===== config.mk =====
export PLATFORM = sky130hd
export DESIGN_NAME = irq_prio_sel
export DESIGN_NICKNAME = d
export VERILOG_FILES = /design/src/rtl/irq_prio_pkg.sv /design/src/rtl/irq_rst_sync.sv /design/src/rtl/irq_mask_gate.sv /design/src/rtl/irq_prio_pick.sv /design/src/rtl/irq_prio_sel.sv
export SDC_FILE = /design/constraint.sdc
export NUM_CORES = 1
export LEC_CHECK = 0
export ABC_AREA = 1
export BUFFER_PORTS_ARGS = -buffer_cell sky130_fd_sc_hd__buf_2
export CAP_MARGIN = 30
export CORE_MARGIN = 2
export CORE_UTILIZATION = 40
export DETAILED_ROUTE_END_ITERATION = 8
export PLACE_DENSITY = 0.77
export SLEW_MARGIN = 20
export SYNTH_ARGS = -nofsm -noshare
export SYNTH_HDL_FRONTEND = slang
export SYNTH_SLANG_ARGS = --single-unit

===== constraint.sdc =====
create_clock -name clk -period 0.8 [get_ports clk]
set_input_delay 0.04 -clock clk [delete_from_list [all_inputs] [get_ports clk]]
set_output_delay 0.04 -clock clk [all_outputs]
set_load 0.05 [all_outputs]

===== src/rtl/irq_prio_pkg.sv =====
package irq_prio_pkg;
  localparam int unsigned NSRC    = 9;
  localparam int unsigned S_MCHK  = 0;
  localparam int unsigned S_HDEC  = 1;
  localparam int unsigned S_HVIRT = 2;
  localparam int unsigned S_EXT   = 3;
  localparam int unsigned S_DEC   = 4;
  localparam int unsigned S_PDBL  = 5;
  localparam int unsigned S_HDBL  = 6;
  localparam int unsigned S_PERF  = 7;
  localparam int unsigned S_EVB   = 8;
  // first source that needs the effective enable unconditionally
  localparam int unsigned S_GATED_LO = S_DEC;

  typedef struct packed {
    logic ee;
    logic hv;
    logic pr;
    logic hdec_en;
    logic hvirt_en;
    logic ext_block;
    logic ext_route;
    logic evb_ge;
    logic resume_rst;
    logic has_hv;
    logic halted;
    logic wake_ctl;
  } mask_ctl_t;
endpackage


===== src/rtl/irq_rst_sync.sv =====
module irq_rst_sync (
  input  logic clk,
  input  logic rst_n,
  output logic rst_n_sync
);
  logic [1:0] stage_q;

  always_ff @(posedge clk or negedge rst_n) begin
    if (!rst_n) stage_q <= 2'b00;
    else        stage_q <= {stage_q[0], 1'b1};
  end

  assign rst_n_sync = stage_q[1];
endmodule


===== src/rtl/irq_mask_gate.sv =====
module irq_mask_gate
  import irq_prio_pkg::*;
#(
  parameter int unsigned N = NSRC
) (
  input  logic [N-1:0] pend_i,
  input  mask_ctl_t    ctl_i,
  output logic         eff_ee_o,
  output logic [N-1:0] elig_o
);
  logic eff_ee;
  logic hv_ok;
  logic ext_blocked;

  always_comb begin
    eff_ee      = ctl_i.ee | ctl_i.resume_rst | (ctl_i.halted & ~ctl_i.wake_ctl);
    hv_ok       = eff_ee | ~ctl_i.hv;
    ext_blocked = ctl_i.ext_block & ctl_i.hv & ~ctl_i.pr;
  end

  for (genvar g = 0; g < N; g++) begin : g_src
    if (g == S_MCHK) begin : g_mchk
      assign elig_o[g] = pend_i[g];
    end else if (g == S_HDEC) begin : g_hdec
      assign elig_o[g] = pend_i[g] & ctl_i.hdec_en & hv_ok;
    end else if (g == S_HVIRT) begin : g_hvirt
      assign elig_o[g] = pend_i[g] & ctl_i.hvirt_en & hv_ok;
    end else if (g == S_EXT) begin : g_ext
      assign elig_o[g] = pend_i[g] &
                         ((eff_ee & ~ext_blocked) |
                          (ctl_i.has_hv & ~ctl_i.hv & ~ctl_i.ext_route));
    end else if (g == S_EVB) begin : g_evb
      assign elig_o[g] = pend_i[g] & eff_ee & ctl_i.pr & ctl_i.evb_ge;
    end else begin : g_gated
      assign elig_o[g] = pend_i[g] & eff_ee;
    end
  end

  assign eff_ee_o = eff_ee;
endmodule


===== src/rtl/irq_prio_pick.sv =====
module irq_prio_pick #(
  parameter int unsigned N = 9
) (
  input  logic [N-1:0] req_i,
  output logic [N-1:0] gnt_o
);
  logic [N:0] taken;

  assign taken[0] = 1'b0;
  for (genvar g = 0; g < N; g++) begin : g_chain
    assign gnt_o[g]     = req_i[g] & ~taken[g];
    assign taken[g + 1] = taken[g] | req_i[g];
  end
endmodule


===== src/rtl/irq_prio_sel.sv =====
module irq_prio_sel
  import irq_prio_pkg::*;
(
  input  logic            clk,
  input  logic            rst_n,
  input  logic [NSRC-1:0] pend_i,
  input  logic            core_ee_i,
  input  logic            core_hv_i,
  input  logic            core_pr_i,
  input  logic            hdec_en_i,
  input  logic            hvirt_en_i,
  input  logic            ext_block_i,
  input  logic            ext_route_i,
  input  logic            evb_ge_i,
  input  logic            resume_rst_i,
  input  logic            has_hv_i,
  input  logic            halted_i,
  input  logic            wake_ctl_i,
  input  logic [NSRC-1:0] wake_sel_i,
  output logic [NSRC-1:0] sel_o,
  output logic            irq_o
);
  localparam int unsigned IN_W = 2 * NSRC + $bits(mask_ctl_t);

  logic            rst_n_s;
  mask_ctl_t       ctl;
  logic            eff_ee;
  logic [NSRC-1:0] elig;
  logic [NSRC-1:0] cand;
  logic [NSRC-1:0] sel_n, sel_q;
  logic            irq_n, irq_q;
  logic            upd_en;
  logic            filt_halt;
  logic            past_ok_q;
  logic [IN_W-1:0] in_bundle;

  irq_rst_sync u_rst_sync (
    .clk        (clk),
    .rst_n      (rst_n),
    .rst_n_sync (rst_n_s)
  );

  always_comb begin
    ctl.ee         = core_ee_i;
    ctl.hv         = core_hv_i;
    ctl.pr         = core_pr_i;
    ctl.hdec_en    = hdec_en_i;
    ctl.hvirt_en   = hvirt_en_i;
    ctl.ext_block  = ext_block_i;
    ctl.ext_route  = ext_route_i;
    ctl.evb_ge     = evb_ge_i;
    ctl.resume_rst = resume_rst_i;
    ctl.has_hv     = has_hv_i;
    ctl.halted     = halted_i;
    ctl.wake_ctl   = wake_ctl_i;
  end

  irq_mask_gate #(.N(NSRC)) u_gate (
    .pend_i   (pend_i),
    .ctl_i    (ctl),
    .eff_ee_o (eff_ee),
    .elig_o   (elig)
  );

  assign filt_halt = halted_i & wake_ctl_i;
  assign cand      = filt_halt ? wake_sel_i : elig;

  irq_prio_pick #(.N(NSRC)) u_pick (
    .req_i (cand),
    .gnt_o (sel_n)
  );

  always_comb begin
    irq_n  = |cand;
    upd_en = (sel_n != sel_q) | (irq_n != irq_q);
  end

  always_ff @(posedge clk or negedge rst_n_s) begin
    if (!rst_n_s) begin
      sel_q <= '0;
      irq_q <= 1'b0;
    end else if (upd_en) begin
      sel_q <= sel_n;
      irq_q <= irq_n;
    end
  end

  always_ff @(posedge clk or negedge rst_n_s) begin
    if (!rst_n_s) past_ok_q <= 1'b0;
    else          past_ok_q <= 1'b1;
  end

  assign sel_o     = sel_q;
  assign irq_o     = irq_q;
  assign in_bundle = {pend_i, wake_sel_i, ctl};

  AST_SEL_ONEHOT: assert property (@(posedge clk) disable iff (!rst_n_s)
    $onehot0(sel_o) && (irq_o == (sel_o != '0))) else $error("sel/irq");

  AST_MCHK_WINS: assert property (@(posedge clk) disable iff (!rst_n_s)
    (pend_i[S_MCHK] && !filt_halt) |=> sel_o[S_MCHK]) else $error("mchk");

  AST_GATED_NEEDS_EE: assert property (@(posedge clk) disable iff (!rst_n_s)
    (past_ok_q && (sel_o[NSRC-1:S_GATED_LO] != '0) && !$past(filt_halt))
      |-> $past(eff_ee)) else $error("gated");

  AST_EVB_NEEDS_PR: assert property (@(posedge clk) disable iff (!rst_n_s)
    (past_ok_q && sel_o[S_EVB] && !$past(filt_halt))
      |-> $past(core_pr_i && evb_ge_i)) else $error("evb");

  AST_HOLD_STABLE: assert property (@(posedge clk) disable iff (!rst_n_s)
    (past_ok_q && (in_bundle == $past(in_bundle))) |=> $stable({sel_o, irq_o}))
    else $error("stable");
endmodule


==> results of run 1 <==
state kept, by name, indices dropped and copies added (netlist names):
name / flops
u_rst_sync.stage_q: 2
sel_o: 9
irq_o: 1
layout by cell type, fill, tap and decap left out, types with 2 or more instances in the layout:
master	n
nor3_2	2
buf_6	13
nand4_1	2
buf_2	27
nor2_2	2
dfrtp_1	12
nand2_2	6
a31oi_4	2
clkbuf_4	3
a21oi_1	2
nand2_1	7
nor2_4	2
nor2_1	10
buf_4	17
nand3_1	2
inv_1	10
nand2_4	3
cells in the mapped netlist:
library cell	count
dfrtp_1	12
o21ai_2	1
nand3_2	1
conb_1	1
a31oi_1	3
a22oi_1	1
nand2_1	11
nor2_2	1
nand3b_1	1
nor3_2	2
nor3_1	1
nand3_1	3
a21oi_1	3
nor3b_2	1
nand4_1	2
inv_1	11
nand2_4	1
nor2_1	13
nand2_2	4
inv_6	1
a21oi_4	1
cell families after synthesis:
group                  after synthesis  synth area share [%]
AND/OR/NAND/NOR                     41                 33.86
other                                1                0.5900
buffers and inverters               12                 7.874
AO/OA/AOI/OAI                        9                 10.43
flip-flops                          12                 47.24
final cells by class:
class / instances / area share (%)
Timing Repair Buffer: 60 / 35.55
Multi-Input combinational cell: 52 / 32.42
Sequential cell: 12 / 23.51
Inverter: 12 / 4.114
Clock buffer: 4 / 2.840
Tap cell: 16 / 1.567
routing by layer:
| metal | GRT usage, % | vias up |
|---|---|---|
| li1 | - | 372 |
| met2 | 43.24 | 35 |
| met4 | 13.94 | 0 |
| met5 | 0 | - |
| met1 | 22.05 | 342 |
| met3 | 2.500 | 11 |
power breakdown:
group	switching (uW)	internal [uW]
Combinational	298	275
Sequential	19.3	631
Clock	200	277
Total	518	1180
path summary, 6_finish.rpt:
path                                          to  slack, ns                  start
max                                        irq_o      -0.08           resume_rst_i
min                                     sel_o[0]       0.05          wake_sel_i[0]
max reg2reg                u_rst_sync.stage_q[1]       0.31  u_rst_sync.stage_q[0]
min reg2reg                             sel_o[3]       0.15  u_rst_sync.stage_q[1]
max in group asynchronous               sel_o[0]       0.37  u_rst_sync.stage_q[1]
min in group asynchronous  u_rst_sync.stage_q[0]       0.08                  rst_n
repair_timing:
action	4_1_cts	5_1_grt
buffers inserted	6	2
gates cloned	1	0
setup endpoints to repair	15	16
hold buffers	1	0
endpoints found under the hold margin	2	0
resized for setup	37	9
pin swaps	14	7
through the flow:
step	hold slack, ns	instance area (um2)	setup slack [ns]	setup TNS [ns]
after floorplan	-0.2556	668.1	-0.07600	-0.2290
after global placement	-0.1764	968.4	-0.2946	-1.995
after detailed placement	-0.1709	968.4	-0.3525	-2.269
after CTS	0.02375	1215	-0.06196	-0.4844
after global routing	0.06986	1277	-0.1242	-1.048
final	0.04976	1277	-0.08179	-0.6299
worst min-delay path, delay by kind of cell:
family,cells,cell delay (ns)
AO/OA/AOI/OAI,1,0.07
buffers and inverters,2,0.17
==> flow_metrics.py, run 1 <==
metrics = {
    "clocking": {
        "path_clk_slew_ns": 0.07,
        "cts_buffer_depth": 2,
        "cts_tree": "built",
        "cts_buffers": 3,
        "cts_root_buffer": "clkbuf_4",
        "htree_levels": 1,
        "worstSkewPairLatency_ns": 0.28,
        "clock_sinks": 12,
    },
    "global_route": {
        "grt_pass1_vias": 805,
        "antenna_found_initial": 0,
        "grt_max_degree": 11,
        "groute.usage.overall_pct": 22.39,
        "grt_pass1_wl_um": 3146,
        "grt_overflow_total": 0,
    },
    "layout": {
        "fill_cells": 90,
        "area_growth_pct": 101.0,
        "layout.nets": 173,
        "drive_above_1_share_pct": 65.00,
        "fin_cells": 156,
        "post-route-util_pct": 84.80,
        "diodes": 0,
        "regArea_um2": 300.3,
        "multiInputGateArea_um2": 414.1,
    },
    "synth": {
        "synth.largest_area_cell": "dfrtp_1",
        "synth_nets": 107,
        "ys_ff_latch": 12,
        "synth.avg_cell_area_um2": 8.475,
        "synth-seq-area-share_pct": 47.24,
        "synth_cell_types": 21,
        "synth_area_um2": 635.6,
        "netlist.area_leader.share_pct": 47.24,
        "ys_top_cells_by_area": "dfrtp_1 47%, nor2_1 7.7%, inv_1 6.5%",
        "synthCells": 75,
        "yosys_warnings": 0,
    },
    "power": {
        "p_leak_uw": 0.0006570,
        "power.total_uw": 1700,
        "power_density_nw_per_um2": 1331,
        "ir_drop_mv": 0.6432,
    },
    "critical_path": {
        "critPathSlowestCell": "nand4_1",
        "path_max_fanout": 5,
        "crit_chain": "buf_6 -> nor2_4 -> nand2_2 -> buf_12 -> nand2_4 -> nor2_2 -> a21oi_2 -> nand4_1 -> nor2_1 -> nand2_1",
        "worst-endpoint-arrival_ns": 1.04,
        "startpoint_type": "primary input",
        "worst-path-stages": 10,
        "ff2ff_path_depth": 0,
        "cp-end-kind": "flop",
        "crit_family": "simple AND/OR/NAND/NOR gates",
        "setup.worst_path.class": "in2reg",
        "critPathMaxStageDelay_ns": 0.16,
        "crit_required_ns": 0.96,
        "cp.buffers_inverters": 2,
    },
    "floorplan": {
        "ioPinCount": 42,
        "start_util_pct": 42.19,
        "num_rows": 14,
        "dieArea_um2": 1924,
        "coreArea_um2": 1506,
        "die_y_um": 43.86,
        "die_w_um": 43.86,
    },
    "route": {
        "drt_pass1_iterations": 4,
        "ant_nets": 0,
        "dr_total_vias": 760,
        "vias_per_cell": 4.872,
        "wl_met3_um": 104,
        "wl_met1_um": 693,
        "drc": 0,
        "avgRoutedWirePerCell_um": 12.62,
        "top_layer": "met4",
        "met2_length_um": 1086,
        "drt_iter0_drc": 15,
        "routed_wl_um": 1968,
    },
    "job": {
        "cap_viol_max_count": 0,
    },
    "timing": {
        "fin_crit_ns": 0.8818,
        "final.setup.worst_slack_ns": -0.08179,
        "max_freq_mhz": 1134,
        "finalClockSkew_ns": 0.003518,
        "hold_violations": 0,
        "setup_viol": 12,
        "drv_slew": 0,
        "grt_setup_unrepaired": "true",
        "fin_crit_sh_pct": 110.2,
    },
    "outcome": {
        "violations": "setup timing",
        "status": "finished with violations",
    },
    "worst_hold_path": {
        "hold_depth": 3,
        "min_path_type": "in2reg",
    },
    "placement": {
        "dpl.cell_count": 142,
        "io_buffers": 41,
        "place.gp.congestion": 0.7611,
        "dp_hpwl_um": 1190,
    },
}
(Power assumes the default switching activity.)
==> inputs of run 2 (changes only) <==
- SETUP_SLACK_MARGIN: default -> 0.1
==> flow_metrics.py, run 2 (synthesized netlist as in run 1, its figures left out) <==
metrics = {
    "outcome": {
        "status": "finished with violations",
        "violations": "setup timing",
    },
    "clocking": {
        "htree_levels": 1,
        "path_clk_slew_ns": 0.07,
        "cts_tree": "built",
        "cts_buffer_depth": 2,
        "cts_buffers": 3,
        "worstSkewPairLatency_ns": 0.26,
        "clock_sinks": 12,
        "cts_root_buffer": "clkbuf_4",
    },
    "critical_path": {
        "crit_chain": "buf_6",
        "worst-endpoint-arrival_ns": 0.79,
        "startpoint_type": "flop",
        "crit_required_ns": 0.76,
        "critPathSlowestCell": "dfrtp_1",
        "critPathMaxStageDelay_ns": 0.38,
        "path_max_fanout": 1,
        "cp.buffers_inverters": 1,
        "setup.worst_path.class": "reg2out",
        "cp-end-kind": "primary output",
        "crit_family": "flip-flops",
    },
    "route": {
        "drt_pass1_iterations": 4,
        "drt_iter0_drc": 4,
        "vias_per_cell": 4.599,
        "dr_total_vias": 699,
        "routed_wl_um": 1731,
        "avgRoutedWirePerCell_um": 11.39,
        "drc": 0,
        "ant_nets": 0,
    },
    "global_route": {
        "grt_max_degree": 11,
        "antenna_found_initial": 0,
        "groute.usage.overall_pct": 19.21,
        "grt_pass1_vias": 702,
        "grt_pass1_wl_um": 2849,
        "grt_overflow_total": 0,
    },
    "floorplan": {
        "coreArea_um2": 1506,
        "start_util_pct": 42.19,
        "ioPinCount": 42,
        "die_y_um": 43.86,
        "die_w_um": 43.86,
        "num_rows": 14,
        "dieArea_um2": 1924,
    },
    "layout": {
        "layout.nets": 169,
        "drive_above_1_share_pct": 66.18,
        "final_cell_mix": "27 x buf_2, 16 x buf_6, 12 x dfrtp_1, 12 x buf_4, 10 x inv_1",
        "diodes": 0,
        "fill_cells": 92,
        "design_area_um2": 1229,
        "layout_commonest_cell": "buf_2",
        "largest_register_ffs": 9,
        "fin_cells": 152,
        "area_growth_pct": 93.31,
    },
    "power": {
        "p_leak_uw": 0.0006295,
        "pwr-share-seq_pct": 39.6,
        "power_frac_clock_pct": 27.6,
        "intPower_uw": 1159,
        "p_sw_share_pct": 29.28,
        "p_switching_uw": 480.0,
        "ir_drop_mv": 0.6372,
        "pwr-share-comb_pct": 32.8,
        "power_density_nw_per_um2": 1334,
    },
    "placement": {
        "place.gp.congestion": 0.7302,
        "placed_area_um2": 960.9,
        "dpl.cell_count": 141,
        "dp_hpwl_um": 1249,
        "io_buffers": 41,
    },
    "timing": {
        "fin_crit_ns": 0.8304,
        "fin_crit_sh_pct": 103.8,
        "fin_hold_ws_ns": 0.07957,
        "max_freq_mhz": 1204,
        "finalClockSkew_ns": 0.002908,
        "final.setup.worst_slack_ns": -0.03042,
        "fin_setup_tns_ns": -0.2529,
        "hold_violations": 0,
        "grt_setup_unrepaired": "true",
        "drv_slew": 0,
        "setup_viol": 12,
    },
    "worst_hold_path": {
        "min_path_type": "in2async",
    },
    "job": {
        "cap_viol_max_count": 0,
    },
}
[run 2: cell count changes in the layout (fill, tap and decap cells not counted), moves of 2 or more]
cell	before	now
buf_6	13	16
buf_4	17	12
a21oi_2	1	3
a21oi_1	2	0
a31oi_4	2	0
[run 2: per-stage QoR]
stage	worst slack (ns)	power, uW	util, %
2_1_floorplan	-0.07600	882.2	-
3_3_place_gp	-0.2933	1051	63.79
3_5_place_dp	-0.3544	1065	63.79
4_1_cts	-0.03585	1600	76.66
5_1_grt	-0.09448	1733	81.56
6_report	-0.03042	1639	81.56
[run 2: final timing paths]
path | cells after the start | endpoint | slack (ns) | start
setup reg to reg | 0 | u_rst_sync.stage_q[1] | 0.32 | u_rst_sync.stage_q[0]
setup / recovery | 1 | sel_o[2] | -0.03 | sel_o[2]
min in group clk | 3 | sel_o[0] | 0.08 | wake_sel_i[0]
hold reg to reg | 0 | sel_o[2] | 0.15 | u_rst_sync.stage_q[1]
hold / removal | 2 | u_rst_sync.stage_q[1] | 0.08 | rst_n
max in group asynchronous | 0 | sel_o[6] | 0.37 | u_rst_sync.stage_q[1]
[run 2: power groups by stage]
stage                     combinational (uW)  clock (uW)  sequential [uW]
final                                    539         452              649
after global routing                     578         501              654
after CTS                                486         465              650
after detailed placement                 409           0              656
after global placement                   396           0              655
after floorplan                          155           0              727
[run 2: cell type report]
type / instances / area, um2 / share of cell area, %
Timing Repair Buffer: 56 / 415.4 / 33.81
Tap cell: 16 / 20.02 / 1.629
Sequential cell: 12 / 300.3 / 24.44
Clock buffer: 4 / 36.28 / 2.953
Multi-Input combinational cell: 52 / 406.6 / 33.10
Inverter: 12 / 50.05 / 4.073
[run 2: timing repair]
action	in CTS	in global routing
hold buffers	1	0
gates resized for setup	34	14
cloned	0	1
hold endpoints to repair	2	0
buffers inserted	4	1
pin swaps	13	11
setup endpoints to repair	17	19
[run 2: per-layer routing]
metal	vias up	global-route usage, %	routed length [um]
met5	-	0	0
met3	2	1.250	76
met2	27	37.65	958
li1	363	-	-
met1	307	22.54	681
met4	0	3.636	14
